--- config.mk ---
export PLATFORM = sky130hd
export DESIGN_NAME = wr_done_poller
export DESIGN_NICKNAME = d
export VERILOG_FILES = /design/src/rtl/wdp_pkg.sv /design/src/rtl/wdp_status_eval.sv /design/src/rtl/wdp_poll_counter.sv /design/src/rtl/wdp_settle_timer.sv /design/src/rtl/wr_done_poller.sv
export SDC_FILE = /design/constraint.sdc
export NUM_CORES = 1
export LEC_CHECK = 0
export ABC_AREA = 1
export BUFFER_PORTS_ARGS = -buffer_cell sky130_fd_sc_hd__buf_2
export CAP_MARGIN = 20
export CORE_ASPECT_RATIO = 1.1
export CORE_MARGIN = 5
export CORE_UTILIZATION = 50
export DETAILED_ROUTE_END_ITERATION = 16
export HOLD_SLACK_MARGIN = 0.02
export PLACE_DENSITY = 0.76
export SLEW_MARGIN = 10
export SYNTH_ARGS = -nofsm -noshare
export SYNTH_HDL_FRONTEND = slang
export SYNTH_SLANG_ARGS = --single-unit
--- constraint.sdc ---
create_clock -name clk -period 2.6 [get_ports clk]
set_input_delay 0.52 -clock clk [delete_from_list [all_inputs] [get_ports clk]]
set_output_delay 0.52 -clock clk [all_outputs]
set_load 0.005 [all_outputs]
--- src/rtl/wdp_pkg.sv ---
package wdp_pkg;
   typedef enum logic [2:0] {
      ST_IDLE,
      ST_ARM,
      ST_REQ,
      ST_WAIT,
      ST_SETTLE
   } wdp_state_e;

   typedef enum logic [1:0] {
      PH_POLL,
      PH_FULL,
      PH_CONF
   } wdp_phase_e;

   localparam logic [7:0] ERASED_BYTE = 8'hFF;
   localparam int FLAG7_BIT  = 7;
   localparam int TOGGLE_BIT = 6;
endpackage

--- src/rtl/wdp_status_eval.sv ---
module wdp_status_eval
   import wdp_pkg::*;
#(
   parameter int DATA_W = 8
) (
   input  logic              toggle_mode,
   input  logic              erase_mode,
   input  logic [DATA_W-1:0] exp_byte,
   input  logic [DATA_W-1:0] rd_byte,
   input  logic              prev_tog,
   output logic              flag_busy,
   output logic              full_match
);
   logic [DATA_W-1:0] target;

   always_comb begin
      target = erase_mode ? DATA_W'(ERASED_BYTE) : exp_byte;
      if (toggle_mode) begin
         flag_busy = rd_byte[TOGGLE_BIT] != prev_tog;
      end else begin
         flag_busy = rd_byte[FLAG7_BIT] != target[FLAG7_BIT];
      end
      full_match = rd_byte == target;
   end
endmodule

--- src/rtl/wdp_poll_counter.sv ---
module wdp_poll_counter #(
   parameter int CNT_W = 16
) (
   input  logic             clk,
   input  logic             rst_n,
   input  logic             clr,
   input  logic             inc,
   input  logic [CNT_W-1:0] limit,
   output logic             last_allowed
);
   localparam int EXT_W = CNT_W + 1;

   logic [CNT_W-1:0] cnt_q;
   logic [EXT_W-1:0] next_ext;

   generate
      if (CNT_W < 1) begin : g_bad_width
         $error("wdp_poll_counter: CNT_W must be at least 1");
      end
   endgenerate

   always_comb begin
      next_ext     = EXT_W'(cnt_q) + EXT_W'(1);
      last_allowed = next_ext >= EXT_W'(limit);
   end

   always_ff @(posedge clk or negedge rst_n) begin
      if (!rst_n) begin
         cnt_q <= '0;
      end else if (clr) begin
         cnt_q <= '0;
      end else if (inc) begin
         cnt_q <= next_ext[CNT_W-1:0];
      end
   end
endmodule

--- src/rtl/wdp_settle_timer.sv ---
module wdp_settle_timer #(
   parameter int SETTLE_CYC = 100
) (
   input  logic clk,
   input  logic rst_n,
   input  logic load,
   output logic expired
);
   generate
      if (SETTLE_CYC < 0) begin : g_bad_cyc
         $error("wdp_settle_timer: SETTLE_CYC must not be negative");
      end
      if (SETTLE_CYC == 0) begin : g_none
         assign expired = 1'b1;
      end else begin : g_count
         localparam int TW = $clog2(SETTLE_CYC + 1);
         logic [TW-1:0] left_q;

         always_ff @(posedge clk or negedge rst_n) begin
            if (!rst_n) begin
               left_q <= '0;
            end else if (load) begin
               left_q <= TW'(SETTLE_CYC);
            end else if (left_q != '0) begin
               left_q <= left_q - TW'(1);
            end
         end

         assign expired = (left_q == '0) && !load;
      end
   endgenerate
endmodule

--- src/rtl/wr_done_poller.sv ---
module wr_done_poller
   import wdp_pkg::*;
#(
   parameter int ADDR_W     = 20,
   parameter int CNT_W      = 16,
   parameter int SETTLE_CYC = 100,
   parameter int DATA_W     = 8
) (
   input  logic              clk,
   input  logic              rst_n,
   input  logic              start,
   input  logic [1:0]        mode,
   input  logic [ADDR_W-1:0] addr_in,
   input  logic [DATA_W-1:0] exp_data,
   input  logic [CNT_W-1:0]  max_polls,
   input  logic              wr_strobe_n,
   output logic              rd_req,
   output logic [ADDR_W-1:0] rd_addr,
   input  logic [DATA_W-1:0] rd_data,
   input  logic              rd_valid,
   output logic              done,
   output logic              pass,
   output logic              timeout
);
   generate
      if (DATA_W != 8) begin : g_bad_data
         $error("wr_done_poller: status bits assume DATA_W of 8");
      end
      if (ADDR_W < 1) begin : g_bad_addr
         $error("wr_done_poller: ADDR_W must be at least 1");
      end
   endgenerate

   wdp_state_e        state_q;
   wdp_phase_e        phase_q;
   logic              tog_q;
   logic              erase_q;
   logic [ADDR_W-1:0] addr_q;
   logic [DATA_W-1:0] exp_q;
   logic [CNT_W-1:0]  lim_q;
   logic              strobe_q;
   logic              prev_tog_q;
   logic              have_prev_q;
   logic              conf_second_q;
   logic              conf_ok_q;
   logic              done_q;
   logic              pass_q;
   logic              tmo_q;

   logic flag_busy;
   logic full_match;
   logic last_allowed;
   logic settle_done;

   logic take_start;
   logic got_data;
   logic poll_read;
   logic first_tog;
   logic busy_read;
   logic go_settle;
   logic conf_ok_nx;

   wdp_status_eval #(.DATA_W(DATA_W)) u_eval (
      .toggle_mode (tog_q),
      .erase_mode  (erase_q),
      .exp_byte    (exp_q),
      .rd_byte     (rd_data),
      .prev_tog    (prev_tog_q),
      .flag_busy   (flag_busy),
      .full_match  (full_match)
   );

   always_comb begin
      take_start = (state_q == ST_IDLE) && start;
      got_data   = (state_q == ST_WAIT) && rd_valid;
      poll_read  = got_data && (phase_q == PH_POLL);
      first_tog  = poll_read && tog_q && !have_prev_q;
      busy_read  = poll_read && !first_tog && flag_busy;
      go_settle  = poll_read && !first_tog && !flag_busy && !tog_q;
      conf_ok_nx = conf_ok_q && full_match;
   end

   wdp_poll_counter #(.CNT_W(CNT_W)) u_cnt (
      .clk          (clk),
      .rst_n        (rst_n),
      .clr          (take_start),
      .inc          (busy_read),
      .limit        (lim_q),
      .last_allowed (last_allowed)
   );

   wdp_settle_timer #(.SETTLE_CYC(SETTLE_CYC)) u_settle (
      .clk     (clk),
      .rst_n   (rst_n),
      .load    (go_settle),
      .expired (settle_done)
   );

   always_ff @(posedge clk or negedge rst_n) begin
      if (!rst_n) begin
         state_q       <= ST_IDLE;
         phase_q       <= PH_POLL;
         tog_q         <= 1'b0;
         erase_q       <= 1'b0;
         addr_q        <= '0;
         exp_q         <= '0;
         lim_q         <= '0;
         strobe_q      <= 1'b1;
         prev_tog_q    <= 1'b0;
         have_prev_q   <= 1'b0;
         conf_second_q <= 1'b0;
         conf_ok_q     <= 1'b0;
         done_q        <= 1'b0;
         pass_q        <= 1'b0;
         tmo_q         <= 1'b0;
      end else begin
         done_q   <= 1'b0;
         strobe_q <= wr_strobe_n;
         unique case (state_q)
            ST_IDLE: begin
               if (start) begin
                  tog_q       <= mode[1];
                  erase_q     <= !mode[1] && mode[0];
                  addr_q      <= addr_in;
                  exp_q       <= exp_data;
                  lim_q       <= max_polls;
                  pass_q      <= 1'b0;
                  tmo_q       <= 1'b0;
                  have_prev_q <= 1'b0;
                  phase_q     <= PH_POLL;
                  state_q     <= ST_ARM;
               end
            end
            ST_ARM: begin
               if (wr_strobe_n && !strobe_q) begin
                  state_q <= ST_REQ;
               end
            end
            ST_REQ: begin
               state_q <= ST_WAIT;
            end
            ST_WAIT: begin
               if (rd_valid) begin
                  unique case (phase_q)
                     PH_POLL: begin
                        if (first_tog) begin
                           prev_tog_q  <= rd_data[TOGGLE_BIT];
                           have_prev_q <= 1'b1;
                           state_q     <= ST_REQ;
                        end else if (flag_busy) begin
                           prev_tog_q <= rd_data[TOGGLE_BIT];
                           if (last_allowed) begin
                              done_q  <= 1'b1;
                              pass_q  <= 1'b0;
                              tmo_q   <= 1'b1;
                              state_q <= ST_IDLE;
                           end else begin
                              state_q <= ST_REQ;
                           end
                        end else if (!tog_q) begin
                           phase_q <= PH_FULL;
                           state_q <= ST_SETTLE;
                        end else if (full_match) begin
                           done_q  <= 1'b1;
                           pass_q  <= 1'b1;
                           state_q <= ST_IDLE;
                        end else begin
                           phase_q       <= PH_CONF;
                           conf_second_q <= 1'b0;
                           conf_ok_q     <= 1'b1;
                           state_q       <= ST_REQ;
                        end
                     end
                     PH_FULL: begin
                        if (full_match) begin
                           done_q  <= 1'b1;
                           pass_q  <= 1'b1;
                           state_q <= ST_IDLE;
                        end else begin
                           phase_q       <= PH_CONF;
                           conf_second_q <= 1'b0;
                           conf_ok_q     <= 1'b1;
                           state_q       <= ST_REQ;
                        end
                     end
                     default: begin
                        if (conf_second_q) begin
                           done_q  <= 1'b1;
                           pass_q  <= conf_ok_nx;
                           state_q <= ST_IDLE;
                        end else begin
                           conf_second_q <= 1'b1;
                           conf_ok_q     <= conf_ok_nx;
                           state_q       <= ST_REQ;
                        end
                     end
                  endcase
               end
            end
            ST_SETTLE: begin
               if (settle_done) begin
                  state_q <= ST_REQ;
               end
            end
            default: state_q <= ST_IDLE;
         endcase
      end
   end

   assign rd_req  = (state_q == ST_REQ);
   assign rd_addr = addr_q;
   assign done    = done_q;
   assign pass    = pass_q;
   assign timeout = tmo_q;
endmodule

## After elaboration in Yosys (flattened, before gate mapping)

Cells that the tools add are included.

| storage, ports and cells | value |
|---|---|
| input port bits | 59 |
| bits in read-only memories | 0 |
| bits in latches | 0 |
| flip-flop bits (word level) | 82 |
| memory bits (writable) | 0 |
| memories | 0 |

| operators by class | value |
|---|---|
| reductions and logical operators | 37 |
| multiplexer cells | 68 |
| equality and inequality tests | 27 |
| magnitude comparators | 1 |
| shift operators | 0 |
| bitwise operators | 0 |
| $add $sub $neg | 2 |
| div/mod/pow operators | 0 |
| $mul | 0 |

Operators by type and width:

| operator | count |
|---|---|
| 2-to-1 mux 1 bit | 36 |
| 2-to-1 mux 16 bit | 2 |
| != test 2 bit, second input constant | 11 |
| 2-to-1 mux 3 bit | 7 |
| 2-to-1 mux 2 bit | 9 |
| adder 16 x 1 -> 17 bit, second input constant | 1 |
| >= comparator 17 x 16 -> 1 bit | 1 |
| case mux 3 bit (5 select lines) | 1 |
| 2-to-1 mux 7 bit | 2 |
| case mux 1 bit (2 select lines) | 7 |
| AND reduction 7 bit | 2 |
| logical AND 1 bit | 13 |
| AND reduction 6 bit | 2 |
| AND reduction 5 bit | 2 |
| equality test 8 bit | 1 |
| 2-to-1 mux 8 bit | 1 |
| != test 4 bit, second input constant | 2 |
| case mux 2 bit (2 select lines) | 2 |
| AND reduction 4 bit | 2 |
| nonzero test 2 bit | 4 |
| zero test 1 bit | 7 |
| zero test 7 bit | 1 |
| nonzero test 7 bit | 1 |
| subtractor 7 x 1 -> 7 bit, second input constant | 1 |
| other kinds (13) | 17 |

## Logic depth before layout (Yosys ltp)

Gate-level depths: netlist of the first run.

| depth | value |
|---|---|
| word-level depth | 13 |
| mapped depth | 24 |
| gate-level depth less buffers | 24 |

## By module

A second synthesis of the first run with hierarchy kept.

| second synthesis, totals | value |
|---|---|
| cell total of the unflattened synthesis | 633 |
| area, all modules | 4733.3 um^2 |

By module, submodules not included:

| module | times used | seq. area each (um^2) | area an instance (um^2) | cells an instance |
|---|---|---|---|---|
| wr_done_poller | 1 | 1477.7 | 2608.8 | 320 |
| wdp_poll_counter | 1 | 400.4 | 1512.7 | 215 |
| wdp_settle_timer | 1 | 175.2 | 396.6 | 55 |
| wdp_status_eval | 1 | 0.0 | 215.2 | 43 |

## Least setup slack after synthesis of the first run

No wires, ideal clock.

| timing path | value |
|---|---|
| kind | register to register |
| start | reg u_cnt.cnt_q[0] |
| end | reg state_q[1] |
| data arrival time | 2.679 ns |
| buffers on the path | 0 |
| slack | -0.144 ns |
| stages on the path, launching flop included | 24 |
| period minus slack after synthesis | 2.744 ns |
| data required time | 2.534 ns |
| cells stage by stage | dfrtp_1 -> ha_1 -> nand2_1 -> inv_1 -> nand2_1 -> nor2_1 -> nand4_1 -> nor2_1 -> xor2_1 -> inv_1 -> ha_1 -> a21oi_1 -> nor2_1 -> nor2_1 -> nand3_1 -> nor2_1 -> nand3_1 -> nand2_1 -> nand2_1 -> nand2_1 -> nand2_1 -> nand2_1 -> nand2_1 -> nand2_1 |

| between the ends | value |
|---|---|
| longest elaborated chain between the ends | 8 |

RTL lines:

| item | RTL line | text |
|---|---|---|
| start: declaration | wdp_poll_counter.sv:13 | `logic [CNT_W-1:0] cnt_q;` |
| start signal: assignment | wdp_poll_counter.sv:33 | `cnt_q <= next_ext[CNT_W-1:0];` |
| adder 16 x 1 -> 17 bit | wdp_poll_counter.sv:23 | `next_ext = EXT_W'(cnt_q) + EXT_W'(1);` |
| >= comparator 17 x 16 -> 1 bit | wdp_poll_counter.sv:24 | `last_allowed = next_ext >= EXT_W'(limit);` |
| 2-to-1 mux 2 bit | wr_done_poller.sv:152 | `if (last_allowed) begin` |
| 2-to-1 mux 3 bit | wr_done_poller.sv:150 | `end else if (flag_busy) begin` |
| 2-to-1 mux 3 bit | wr_done_poller.sv:146 | `if (first_tog) begin` |
| case mux 3 bit (2 select lines) | wr_done_poller.sv:144 | `unique case (phase_q)` |
| 2-to-1 mux 3 bit | wr_done_poller.sv:143 | `if (rd_valid) begin` |
| case mux 3 bit (5 select lines) | wr_done_poller.sv:119 | `unique case (state_q)` |
| end signal: assignment | wr_done_poller.sv:140 | `state_q <= ST_WAIT;` |
| end signal: assignment | wr_done_poller.sv:149 | `state_q <= ST_REQ;` |
| end signal: assignment | wr_done_poller.sv:156 | `state_q <= ST_IDLE;` |
| end: declaration | wr_done_poller.sv:34 | `wdp_state_e state_q;` |

Every way passes these cells. The select of a mux whose other input is x is not followed.
A chain may end at the register's enable or synchronous reset.

## Worst setup path in the final report of the first run

| timing path | value |
|---|---|
| start | reg u_cnt.cnt_q[1] |
| end | reg state_q[1] |

Same word-level chain as after synthesis.

==> results.txt, run 1 <==
Tracing the worst setup path back leads to its startpoint at u_cnt.cnt_q[1]. In this run the power density over the cells is 945 nW/um2. The final cycle utilization of the critical path is 108%. The routed via count is 3,952. The area share of the largest cell type after synthesis is 45.9%. The post-route antenna net violation count came out at 0.

STA puts the critical path data arrival time at 3.12 ns. The total overflow reported by the global router came out at 0. The remaining max-slew budget at the tightest pin came out at 53.6%. The placed instance area came out at 5060 um2. The setup-violating endpoint count in the final report is 4. The wire length reported by the detailed router is 10.1 mm.

The floorplan step set the die height to 109 um. The checks that failed: setup timing. The sequential element share of the synthesized area is 46.5%. The share of flip-flops with an asynchronous set or reset is 100%. sky130_fd_sc_hd__dfrtp_1 takes more of the synthesized area than any other cell. The clock network is responsible for 19.5% of the overall power.

The minimum setup slack in the final design is -0.212 ns. The average detailed-routed wire length per instance is 12.7 um. The number of pins exceeding their max-slew limit in the final report is 0. The final count of hold timing violations came to 0. The combinational cell fraction of total power is 40.8%.

Compared with the post-synthesis result, the final layout area differs by 23.4%. The startpoint of the most critical register-to-register path is u_cnt.cnt_q[1]. In this run, post-CTS hold repair placed 0 buffers. The upper clock frequency limit is 0.356 GHz. The final instance area is 5450 um2. After floorplanning, the core was divided into 36 placement rows. The netlist area before placement came out at 4420 um2. The via count normalized by instance count came out at 4.93. The first detailed-routing pass ran for 4 iterations.

The CTS sink count is 82. The count of flip-flops with a built-in enable after synthesis is 0. The largest voltage drop on the vdd net came out at 0.000479 V. Yosys instantiated no cell more often than sky130_fd_sc_hd__nand2_1. The actual transition at the worst max-transition pin is 0.694 ns. Entering global routing, the biggest net connects 46 pins. The final net count came out at 759. The leading register cell type out of synthesis is sky130_fd_sc_hd__dfrtp_1. The total nets after synthesis came out at 655. The core area came out at 8740 um2.

The worst hold path belongs to the class input port to async pin. TritonCTS built the clock tree. The setup path with the least slack is of type flip-flop to flip-flop. The number of port buffers is 82.

The standby leakage power is 3.05 nW. The clock slew at the register clock pins of the worst setup and hold paths is 0.08 ns. The DRC violation total after the first TritonRoute iteration came out at 195. The number of buffers created by CTS is 9. The post-synthesis instance total is 578.

The first global-routing pass estimated 17.4 mm of wire. The insertion delay of the later-clocked pin in the worst-skew pair came out at 0.36 ns. The count of cell types in the netlist is 38. The number of antenna cells inserted is 0. The switching power came out at 0.00207 W. The global placement routability congestion came out at 0.901.

Max-cap violations in this run came to 0. The combined global-route utilization of all metal layers is 19.9%. The worst setup path is launched from a flip-flop. The H-tree was split into 3 levels.

In this run the horizontal extent of the chip is 99.6 um. The effective utilization at floorplan came out at 50.6%. The via count of the first global-routing pass is 4,057. The maximum clock path buffer count is 2. The required time of the critical path came out at 2.91 ns.

The total number of yosys warnings is 0. The worst setup slack before clock tree synthesis came out at -0.117 ns. The sequential share of power is 39.7%. The clock tree skew after final layout is 0.00847 ns. The overall die area is 10,800 um2.

Cells with a size suffix above 1 make up 23.7% of the layout. Ranked by instance count, the synthesized netlist is headed by 202 x sky130_fd_sc_hd__nand2_1, 81 x sky130_fd_sc_hd__dfrtp_1, 80 x sky130_fd_sc_hd__inv_1, 49 x sky130_fd_sc_hd__nor2_1, 37 x sky130_fd_sc_hd__o21ai_0. The flow ran to the end, but the final reports show violations.

Of all nets on the critical path, the largest fanout is 3. The flip-flop and latch count after synthesis is 82. STA classifies the critical path endpoint as a flip-flop.

The fraction of power spent switching nets is 40.1%. Internal power comes to 0.00309 W. The shortest clock period the worst path allows after layout is 2.81 ns. During I/O placement, the number of pins put on the boundary was 83. The number of cells on the worst reg-to-reg path is 23.

The residual DRC count came out at 0. Setup repair after global routing could not meet its margin everywhere. A synthesized cell averages 7.64 um2. The number of antenna violations at the first check in global routing was 0. In this run the register-to-register setup slack is -0.21 ns.

The placed wire-length estimate after detailed placement came out at 7.30 mm. Sorting the synthesized cells by area gives the leading types as sky130_fd_sc_hd__dfrtp_1 46%, sky130_fd_sc_hd__nand2_1 17%, sky130_fd_sc_hd__inv_1 6.8%. Counting the fill cells in the layout gives 755. The root buffer cell chosen for the clock tree is sky130_fd_sc_hd__clkbuf_8.
-- cell families after synthesis --
family | Yosys count | synth area share (%)
DFF | 82 | 46.5
buffers and inverters | 97 | 8.61
and+or+nand+nor | 293 | 28.0
AOI/OAI and AO/OA | 76 | 9.49
xor gates and xnor gates | 12 | 2.38
adders and majority gates | 18 | 5.10
-- power groups by stage --
| stage | combinational (W) | sequential, W | clock, W |
|---|---|---|---|
| global route | 0.00244 | 0.00211 | 0.00108 |
| floorplan | 0.00141 | 0.00201 | 0 |
| global placement | 0.00194 | 0.00203 | 0 |
| CTS | 0.00205 | 0.00205 | 0.00103 |
| finish | 0.00210 | 0.00205 | 0.00100 |
| detailed placement | 0.00201 | 0.00206 | 0 |
-- layout by cell type (no fill, tap or decap), types with 9 or more instances in the layout --
cell type | synthesis | final
sky130_fd_sc_hd__dfrtp_1 | 81 | 81
sky130_fd_sc_hd__ha_1 | 18 | 15
sky130_fd_sc_hd__o21ai_1 | 10 | 10
sky130_fd_sc_hd__nand3_1 | 19 | 15
sky130_fd_sc_hd__a21oi_1 | 13 | 11
sky130_fd_sc_hd__xor2_1 | 11 | 9
sky130_fd_sc_hd__clkbuf_8 | 0 | 13
sky130_fd_sc_hd__nor2_1 | 49 | 45
sky130_fd_sc_hd__inv_1 | 80 | 77
sky130_fd_sc_hd__buf_4 | 0 | 22
sky130_fd_sc_hd__buf_2 | 2 | 81
sky130_fd_sc_hd__nand2_1 | 202 | 197
sky130_fd_sc_hd__o21ai_0 | 37 | 37
-- through the flow --
step | util, % | instances | power [W] | TNS, ns | hold slack (ns)
6_report | 62.4 | 801 | 0.00515 | -0.648 | 0.143
5_1_grt | 62.4 | 801 | 0.00564 | -1.50 | 0.193
4_1_cts | 61.1 | 799 | 0.00513 | -0.235 | 0.164
3_5_place_dp | 57.9 | 779 | 0.00407 | -0.232 | 0.460
3_3_place_gp | 57.9 | 779 | 0.00397 | -0.0551 | 0.450
2_1_floorplan | - | 578 | 0.00342 | 0 | 0.224
-- critical path, cell delays in order, from the launching register on --
cell and delay [ns]:
sky130_fd_sc_hd__dfrtp_1 0.41, sky130_fd_sc_hd__ha_2 0.21, sky130_fd_sc_hd__nand2_2 0.06, sky130_fd_sc_hd__inv_2 0.07, sky130_fd_sc_hd__nand2_4 0.05, sky130_fd_sc_hd__nor2_4 0.08, sky130_fd_sc_hd__nand4_1 0.10, sky130_fd_sc_hd__nor2_1 0.16
sky130_fd_sc_hd__xor2_1 0.23, sky130_fd_sc_hd__inv_1 0.11, sky130_fd_sc_hd__ha_4 0.27, sky130_fd_sc_hd__a21oi_2 0.12, sky130_fd_sc_hd__nor2_1 0.07, sky130_fd_sc_hd__nor2_1 0.11, sky130_fd_sc_hd__nand3_1 0.10, sky130_fd_sc_hd__nor2_2 0.14
sky130_fd_sc_hd__nand3_2 0.08, sky130_fd_sc_hd__nand2_1 0.07, sky130_fd_sc_hd__nand2_1 0.06, sky130_fd_sc_hd__nand2_2 0.09, sky130_fd_sc_hd__nand2_1 0.05, sky130_fd_sc_hd__nand2_1 0.05, sky130_fd_sc_hd__nand2_1 0.04, sky130_fd_sc_hd__nand2_1 0.05
-- path summary, 6_finish.rpt --
check                        endpoint
max                        state_q[1]
min                          exp_q[0]
max reg2reg                state_q[1]
min reg2reg                rd_addr[8]
max in group asynchronous  phase_q[1]
min in group clk             strobe_q
-- final cells by class --
cell class              count  area, um2  area share (%)
repair buffers            104        591            10.8
multi-input cells         399       2110            38.8
inverters                  86        325            5.97
well taps                 114        143            2.62
clock buffers              13        179            3.28
clock inverters             3       45.0           0.826
flip-flops and latches     82       2050            37.7
-- state kept, by name (all words and copies together), names as in the netlist --
register	count
rd_addr	20
lim_q	16
u_cnt.cnt_q	16
exp_q	8
u_settle.g_count.left_q	7
state_q	3
phase_q	2
conf_ok_q	1
conf_second_q	1
done	1
erase_q	1
have_prev_q	1
pass	1
prev_tog_q	1
strobe_q	1
timeout	1
tog_q	1
-- what timing repair did --
action	in CTS	in global routing
pin swaps	6	11
buffers inserted	4	2
resized for setup	8	20
setup endpoints to repair	4	4
-- layer usage --
layer	track usage [%]	up-vias	share of wire (%)
met5	0	-	0
met4	10.6	0	2.3
met1	25.0	1815	44
li1	-	2013	-
met3	3.87	19	5.2
met2	32.6	105	48
No activity file was read; power rests on OpenSTA's default activity.
==> run 2: changes to the inputs <==
--- a/config.mk
+++ b/config.mk
@@ -5,15 +5,14 @@
 export SDC_FILE = /design/constraint.sdc
 export NUM_CORES = 1
 export LEC_CHECK = 0
-export ABC_AREA = 1
 export BUFFER_PORTS_ARGS = -buffer_cell sky130_fd_sc_hd__buf_2
 export CAP_MARGIN = 20
 export CORE_ASPECT_RATIO = 1.1
 export CORE_MARGIN = 5
-export CORE_UTILIZATION = 50
+export CORE_UTILIZATION = 51
 export DETAILED_ROUTE_END_ITERATION = 16
 export HOLD_SLACK_MARGIN = 0.02
-export PLACE_DENSITY = 0.76
+export PLACE_DENSITY = 0.77
 export SLEW_MARGIN = 10
 export SYNTH_ARGS = -nofsm -noshare
 export SYNTH_HDL_FRONTEND = slang
==> run 2 against run 1 <==
  * The flow still finishes with violations (setup timing)
  * Critical path type unchanged
  * Non-clock buffer count is 13 higher
  * Count of clock-buffer cells in the layout is 3 lower
  * Sequential share of layout area is 0.67 points lower
  * Clock skew is 0.0031 ns higher
==> results.txt, run 2 <==
The standby leakage power came out at 2.82 nW. The leading register cell type out of synthesis is sky130_fd_sc_hd__dfrtp_1. The clock tree skew after final layout is 0.0116 ns. For this run the aggregate overflow at the end of global routing stands at 0. TritonCTS built the clock tree. The count of flip-flops with a built-in enable after synthesis came out at 0. The global placement routability congestion came out at 0.940. STA puts the critical path data arrival time at 3.08 ns. The met2 track demand over resource came out at 34.1%.

The startpoint kind of the worst setup timing path is a flip-flop. The DRC violation total after the first TritonRoute iteration is 139. The met3 demand-to-capacity share in global routing came out at 4.09%.

The worst hold path belongs to the class input port to flip-flop. The actual transition at the worst max-transition pin is 0.898 ns. The effective utilization at floorplan came out at 51.6%.

The leading cell type by number of instances after synthesis is sky130_fd_sc_hd__nand2_1. The checks that failed: setup timing. The deepest level of the CTS H-tree is 3. The required time of the critical path is 2.88 ns. The average cell area after synthesis came out at 8.73 um2. The horizontal extent of the die is 99.7 um. Setup violations remaining at the end of the flow were counted as 4.

After synthesis the cells add up to 4510 um2. The average detailed-routed wire length per instance came out at 13.8 um. The net count of the finished layout is 699.

The worst path uses 108% of the clock period. After clock tree synthesis, the clock-pin slew on the worst setup and hold paths is 0.08 ns. The insertion delay of the later-clocked pin in the worst-skew pair is 0.36 ns. The initialized floorplan defines 36 standard-cell rows.

The synthesis-to-finish area growth came out at 23.0%. Excluding fillers, the count of instances in the completed layout stands at 740. The number of nets handed over by synthesis was 594. The run finished, with violations left.

The highest-utilization routing layer at the global route stage is met2. The reported max-cap violation count came out at 0. The via count of the first global-routing pass came out at 4,020. The number of fill cells is 768. Setup repair after global routing could not meet its margin everywhere. The combined global-route utilization of all metal layers came out at 20.3%. The placed wire-length estimate after detailed placement is 7.31 mm. The pre-antenna-repair detailed-routing pass consisted of 5 iterations. STA classifies the critical path endpoint as a flip-flop. The number of pins exceeding their max-slew limit in the final report is 0. The upper clock frequency limit came out at 0.357 GHz.

Prior to clock tree synthesis, the placed netlist has a worst setup slack of -0.137 ns. The remaining max-slew budget at the tightest pin is 40.1%. The clock passes through at most 2 buffers. The final total negative setup slack is -0.572 ns.

By startpoint and endpoint, the worst setup path is classified as flip-flop to flip-flop. The share of flip-flops with an asynchronous set or reset is 100%. The commonest cells after synthesis are 137 x sky130_fd_sc_hd__nand2_1, 81 x sky130_fd_sc_hd__dfrtp_1, 27 x sky130_fd_sc_hd__o21ai_0, 26 x sky130_fd_sc_hd__nor2_1, 24 x sky130_fd_sc_hd__inv_1. The die covers 10,800 um2. The number of primary I/O pins is 83. The residual DRC count came out at 0. Summed over all layers, the routed wires come to 10.2 mm. The number of port buffers is 82. The core area is 8740 um2. The routed via count came out at 3,965.

The commonest non-fill, non-tap cell in the layout is sky130_fd_sc_hd__nand2_1. Of all cell types, the one taking the most synthesized area is sky130_fd_sc_hd__dfrtp_1. The via count normalized by instance count is 5.36. The die height is 109 um. The cell count after synthesis came out at 517. In this run the worst path has a maximum fanout of 4.

The final count of hold timing violations came out at 0. The count of cell types in the netlist is 58. The post-route total power is 0.00496 W. The number of antenna cells inserted came out at 0. The register with the most flip-flops in the layout has 20 of them. The largest voltage drop on the vdd net is 0.000453 V. The sequential element share of the synthesized area is 45.5%.

The flip-flop and latch count after synthesis is 82. The pin count of the biggest net entering global routing came out at 72. The power density of the placed cells came out at 893 nW/um2. The CTS sink count is 82. The post-route netlist has 26.7% of its cells at a drive strength greater than 1. The final cell utilization of the core is 63.5%. The root cell of the clock tree is sky130_fd_sc_hd__clkbuf_8. The shortest clock period the worst path allows after layout came out at 2.80 ns.

The first-pass GRT wire length came out at 17.9 mm. During synthesis, Yosys emitted a total of 0 warnings. In the post-route analysis, the smallest setup slack over all paths is -0.199 ns. Yosys attributes the largest share of cell area to sky130_fd_sc_hd__dfrtp_1 45%, sky130_fd_sc_hd__nand2_1 11%, sky130_fd_sc_hd__ha_1 5.0%.

Leaving out fill and tap cells, the most frequent cells in the layout are 136 x sky130_fd_sc_hd__nand2_1, 81 x sky130_fd_sc_hd__buf_2, 80 x sky130_fd_sc_hd__dfrtp_1. In this run, CTS created clock tree buffers numbering 9. The area share of the largest cell type after synthesis is 44.9%. The number of cells after detailed placement came out at 715. Global routing consumed, on the met1 layer, 26.0% of the routing resources. In this run the remaining antenna-violating nets after routing total 0. The number of antenna violations at the first check in global routing is 0.
-- run 2: cell count changes after synthesis, moves of 7 or more --
cell                       change
sky130_fd_sc_hd__and2_1        +7
sky130_fd_sc_hd__clkbuf_1      +7
sky130_fd_sc_hd__inv_1        -56
sky130_fd_sc_hd__nand2_1      -65
sky130_fd_sc_hd__nand2b_1     +13
sky130_fd_sc_hd__nor2_1       -23
sky130_fd_sc_hd__o21ai_0      -10
sky130_fd_sc_hd__xnor2_1       +9
-- run 2: path summary, 6_finish.rpt --
check / from / end / slack [ns] / cells past startpoint
worst max register to register: u_cnt.cnt_q[6] / state_q[1] / -0.20 / 12
worst min-delay path: wr_strobe_n / strobe_q / 0.27 / 1
min in group asynchronous: rst_n / u_cnt.cnt_q[9] / 0.29 / 1
worst max-delay path: u_cnt.cnt_q[6] / state_q[1] / -0.20 / 12
worst min register to register: rd_addr[1] / rd_addr[1] / 0.48 / 2
max in group asynchronous: rst_n / rd_addr[11] / 1.61 / 2
-- run 2: repair_timing --
item                                    in CTS  in global routing
resized for setup                            5                  8
pin swaps                                    2                  2
endpoints found under the setup margin       4                  4
hold buffers                                 0                  0
buffers inserted                             4                  6
hold endpoints to repair                     0                  0
-- run 2: metal layers --
layer	vias to the layer above	share of wire, %
met4	0	2.2
met5	-	0
met2	129	46
li1	1972	-
met3	16	6.9
met1	1848	44
-- run 2: power by group --
group / leakage, nW / switching [W] / internal (W)
combinational: 1.69 / 0.00109 / 0.000806
clock: 0.0954 / 0.000483 / 0.000472
sequential: 1.03 / 0.000365 / 0.00174
-- run 2: stage by stage --
stage	instance area (um2)	hold slack, ns
floorplan	4560	0.224
CTS	5470	0.262
finish	5550	0.271
global placement	5220	0.453
detailed placement	5220	0.459
global route	5550	0.265
-- run 2: kinds of logic (layout without fill, tap and decap cells) --
kind of cell | after synthesis | count (layout) | synth area share [%]
DFF | 82 | 82 | 45.5
muxes | 3 | 3 | 0.749
xor gates and xnor gates | 22 | 22 | 4.27
buffers and inverters | 47 | 156 | 4.33
adders and majority gates | 18 | 18 | 4.99
AOI/OAI and AO/OA | 100 | 100 | 14.4
and+or+nand+nor | 245 | 245 | 25.8
-- run 2: cell type report --
class                   instances  area [um2]  share of cell area (%)
clock buffers                  10         138                    2.48
clock inverters                 5        62.6                    1.13
repair buffers                117         679                    12.2
flip-flops and latches         82        2050                    37.0
inverters                      24        90.1                    1.62
well taps                     114         143                    2.57
multi-input cells             388        2380                    43.0
-- run 2: worst max-delay path: stages (launching register included) --
cell and delay (ns):
sky130_fd_sc_hd__dfrtp_1 0.39, sky130_fd_sc_hd__nand4_4 0.12, sky130_fd_sc_hd__or2_4 0.28, sky130_fd_sc_hd__nor3_4 0.17, sky130_fd_sc_hd__nand3_2 0.12, sky130_fd_sc_hd__xnor2_1 0.15
sky130_fd_sc_hd__ha_1 0.32, sky130_fd_sc_hd__nand3_2 0.13, sky130_fd_sc_hd__nor3_4 0.05, sky130_fd_sc_hd__a32o_1 0.21, sky130_fd_sc_hd__a31o_4 0.22, sky130_fd_sc_hd__or4_1 0.41
sky130_fd_sc_hd__a31oi_1 0.14
==> run 3: changes to the inputs <==
--- a/config.mk
+++ b/config.mk
@@ -16,4 +16,5 @@
 export SLEW_MARGIN = 10
 export SYNTH_ARGS = -nofsm -noshare
 export SYNTH_HDL_FRONTEND = slang
+export SYNTH_HIERARCHICAL = 1
 export SYNTH_SLANG_ARGS = --single-unit
==> run 3 against run 2 <==
  * The flow still finishes with violations (setup timing)
  * Worst setup slack got worse by 0.16 ns
  * Count of clock-buffer cells in the layout did not move
  * Area after synthesis rose by 0.53%
  * Sequential share of layout area is 0.42 points higher
  * Total power shrank 1.0%
  * Utilization is 1.0 points lower
  * Clock skew up 0.0038 ns
  * Cell area fell by 1.1%
  * Register-to-register slack worse by 0.16 ns
  * Synthesized cell count unchanged
  * Non-clock buffer count rose by 2
  * Critical endpoint unchanged
  * Largest cell class unchanged
==> results.txt, run 3 <==
The clock tree skew after final layout is 0.0154 ns. The flip-flop and latch count after synthesis is 82. For this block, the routed nets add up to 10.6 mm of wire. The final cycle utilization of the critical path came out at 114%. The share of flip-flops with an asynchronous set or reset came out at 100%. Before CTS, the worst setup slack after placement is -0.363 ns. The floorplan row count is 36. The worst setup path is launched from a flip-flop. The routed via count is 3,943. Setup repair after global routing could not meet its margin everywhere.

The via count normalized by instance count is 5.32. The total number of yosys warnings is 6. The number of standard cells in the layout, taps in and fillers out came out at 741. The required time of the critical path came out at 2.84 ns.

The fraction of final layout cells sized beyond drive strength 1 is 27.1%. The first-pass GRT wire length is 18.0 mm. The biggest fanout along the worst timing path came out at 4. The design draws 0.00491 W.

The cell type contributing the most total cell area after synthesis is sky130_fd_sc_hd__dfrtp_1. After clock tree synthesis, the flow added hold-fix buffers numbering 0. The total overflow reported by the global router is 0.

The data arrival time of the critical path came out at 3.20 ns. The total nets after synthesis came out at 594. The via count of the first global-routing pass is 3,980. The remaining max-slew budget at the tightest pin came out at 64.7%.

By area the synthesized netlist is led by sky130_fd_sc_hd__dfrtp_1 45%, sky130_fd_sc_hd__nand2_1 13%, sky130_fd_sc_hd__ha_1 5.0%. In the detailed route, the total length drawn on met3 is 445 um. The post-synthesis instance total came out at 517. The count of cell types in the netlist came out at 58. The worst-case IR drop observed on VDD is 0.000655 V. No sink is reached through more buffers than the 2 on the longest clock path. The placed wire-length estimate after detailed placement is 7.64 mm. The number of antenna violations at the first check in global routing came out at 0.

In the layout the commonest cells are 153 x sky130_fd_sc_hd__nand2_1, 81 x sky130_fd_sc_hd__buf_2, 80 x sky130_fd_sc_hd__dfrtp_1. The clock drives 82 sinks. The area share of the largest cell type after synthesis is 44.7%.

The register with the most flip-flops in the layout has 20 of them. The synthesis-to-finish area growth is 21.0%. The number of antenna cells inserted is 0.

The floorplan step set the die width to 99.9 um. The standby leakage power came out at 2.86 nW. The number of fill cells came out at 743.

Across all setup checks in the final design, the least slack found is -0.359 ns. Counting flops with a built-in enable in the synthesized netlist gives 0. Setup violations remaining at the end of the flow were counted as 4. The core region is 8780 um2.

The average cell area after synthesis came out at 8.77 um2. The average detailed-routed wire length per instance came out at 14.3 um. The smallest clock period supported by the final layout is computed as 2.96 ns. After detailed placement, the design holds a cell count of 721. In the global route stage, overall resource usage came out at 20.6%. The reported max-cap violation count came out at 0. The effective utilization at floorplan is 51.6%. Yosys instantiated no cell more often than sky130_fd_sc_hd__nand2_1. The sequential element share of the synthesized area came out at 45.3%.

The clock slew at the register clock pins of the worst setup and hold paths came out at 0.08 ns. The pin count of the biggest net entering global routing came out at 55. The netlist area before placement came out at 4540 um2. Leaving out fill and tap cells, the most frequent cell in the layout is sky130_fd_sc_hd__nand2_1.

By count the netlist is led by 153 x sky130_fd_sc_hd__nand2_1, 81 x sky130_fd_sc_hd__dfrtp_1, 33 x sky130_fd_sc_hd__nor2_1, 26 x sky130_fd_sc_hd__inv_1. The upper clock frequency limit came out at 0.338 GHz. The count of nets left with antenna violations once routing finished came out at 0. After detailed routing, the wire length on met1 is 4.39 mm. The class of the worst hold path is input port to async pin.

The final count of hold timing violations is 0. In the final design database the tool counted 699 nets. The final reports fail on setup timing. The flow ran to the end, but the final reports show violations. The number of pins exceeding their max-slew limit in the final report came to 0. After detailed routing, the number of remaining DRC violations is 0. For this block, the initial DRC count from the detailed router was 199. The detailed-router iteration count before antenna repair came out at 4. The H-tree was split into 3 levels. The die covers 10,900 um2. In this run, CTS created clock tree buffers numbering 9. Signal routing reaches up to met4.

The number of port buffers is 82. The insertion delay of the later-clocked pin in the worst-skew pair is 0.37 ns. For this design the ratio of total power to cell area is 894 nW/um2. TritonCTS built the clock tree. 83 I/O pins were placed. Summed over all nets, wire length on met2 after detailed routing comes to 5.57 mm.

In the synthesized netlist the dominant register cell turns out to be sky130_fd_sc_hd__dfrtp_1. The global placement routability congestion is 0.874. The endpoint class of the critical path is a flip-flop. The root cell of the clock tree is sky130_fd_sc_hd__clkbuf_8. For the pin with the worst max-slew slack, the measured transition is 0.530 ns. The start-to-end type of the worst setup path is flip-flop to flip-flop. The die height came out at 109 um.
[run 3: final timing paths]
kind                                     to           start  slack (ns)  cells after the start
worst min-delay path               lim_q[4]           rst_n        0.13                      1
worst max-delay path             state_q[1]  u_cnt/cnt_q[1]       -0.36                     14
worst min register to register  rd_addr[12]     rd_addr[12]        0.48                      2
max in group asynchronous       rd_addr[19]           rst_n        1.77                      2
min in group clk                   strobe_q     wr_strobe_n        0.26                      1
worst max register to register   state_q[1]  u_cnt/cnt_q[1]       -0.36                     14
[run 3: critical path: stages (launching register included)]
cell                        delay (ns)
sky130_fd_sc_hd__dfrtp_1          0.41
sky130_fd_sc_hd__ha_4             0.15
sky130_fd_sc_hd__and4_4           0.21
sky130_fd_sc_hd__and3_4           0.22
sky130_fd_sc_hd__nand3_2          0.10
sky130_fd_sc_hd__xnor2_2          0.15
sky130_fd_sc_hd__ha_1             0.30
sky130_fd_sc_hd__nand4_1          0.19
sky130_fd_sc_hd__nor2_2           0.19
sky130_fd_sc_hd__nand3_2          0.10
sky130_fd_sc_hd__o2111ai_2        0.13
sky130_fd_sc_hd__nor2b_2          0.09
sky130_fd_sc_hd__a2111oi_2        0.22
sky130_fd_sc_hd__nor4_1           0.07
sky130_fd_sc_hd__or3_1            0.30
[run 3: area by class of cell]
cell class,instances,area (um2),area share (%)
timing repair buffer,119,703,12.8
tap,114,143,2.60
multi-input combinational,383,2300,41.9
clock inverter,6,58.8,1.07
sequential,82,2050,37.4
clock buffer,10,128,2.33
inverter,27,101,1.85
[run 3: cells by family after synthesis]
group           after synthesis  share of synthesized area [%]
compound gates               68                           9.79
xor+xnor                     33                           6.37
fa+ha+maj                    18                           4.97
buf+inv                      52                           6.07
flops                        82                           45.3
mux                           2                          0.469
simple gates                262                           27.1
[run 3: metrics by stage]
| step | hold WS [ns] | cell area (um2) | util [%] | TNS [ns] |
|---|---|---|---|---|
| global placement | 0.454 | 5210 | 59.3 | -0.368 |
| finish | 0.130 | 5490 | 62.5 | -0.990 |
| global route | 0.153 | 5490 | 62.5 | -1.53 |
| CTS | 0.134 | 5470 | 62.2 | -0.714 |
| floorplan | 0.224 | 4570 | - | -0.325 |
| detailed placement | 0.457 | 5210 | 59.3 | -0.766 |
[run 3: repair_timing]
item / in CTS / in global routing
pin swaps: 5 / 11
setup endpoints to repair: 4 / 7
buffers inserted: 4 / 0
resized for setup: 7 / 6
[run 3: power breakdown]
| group | total, W | internal [W] | switching [W] |
|---|---|---|---|
| clock network | 0.000911 | 0.000439 | 0.000472 |
| logic | 0.00187 | 0.000832 | 0.00104 |
| registers | 0.00213 | 0.00174 | 0.000388 |
[run 3: layer usage]
| metal | vias up | track usage, % |
|---|---|---|
| met4 | 0 | 8.49 |
| met3 | 16 | 4.48 |
| met1 | 1910 | 24.3 |
| met5 | - | 0 |
| li1 | 1939 | - |
| met2 | 78 | 36.3 |
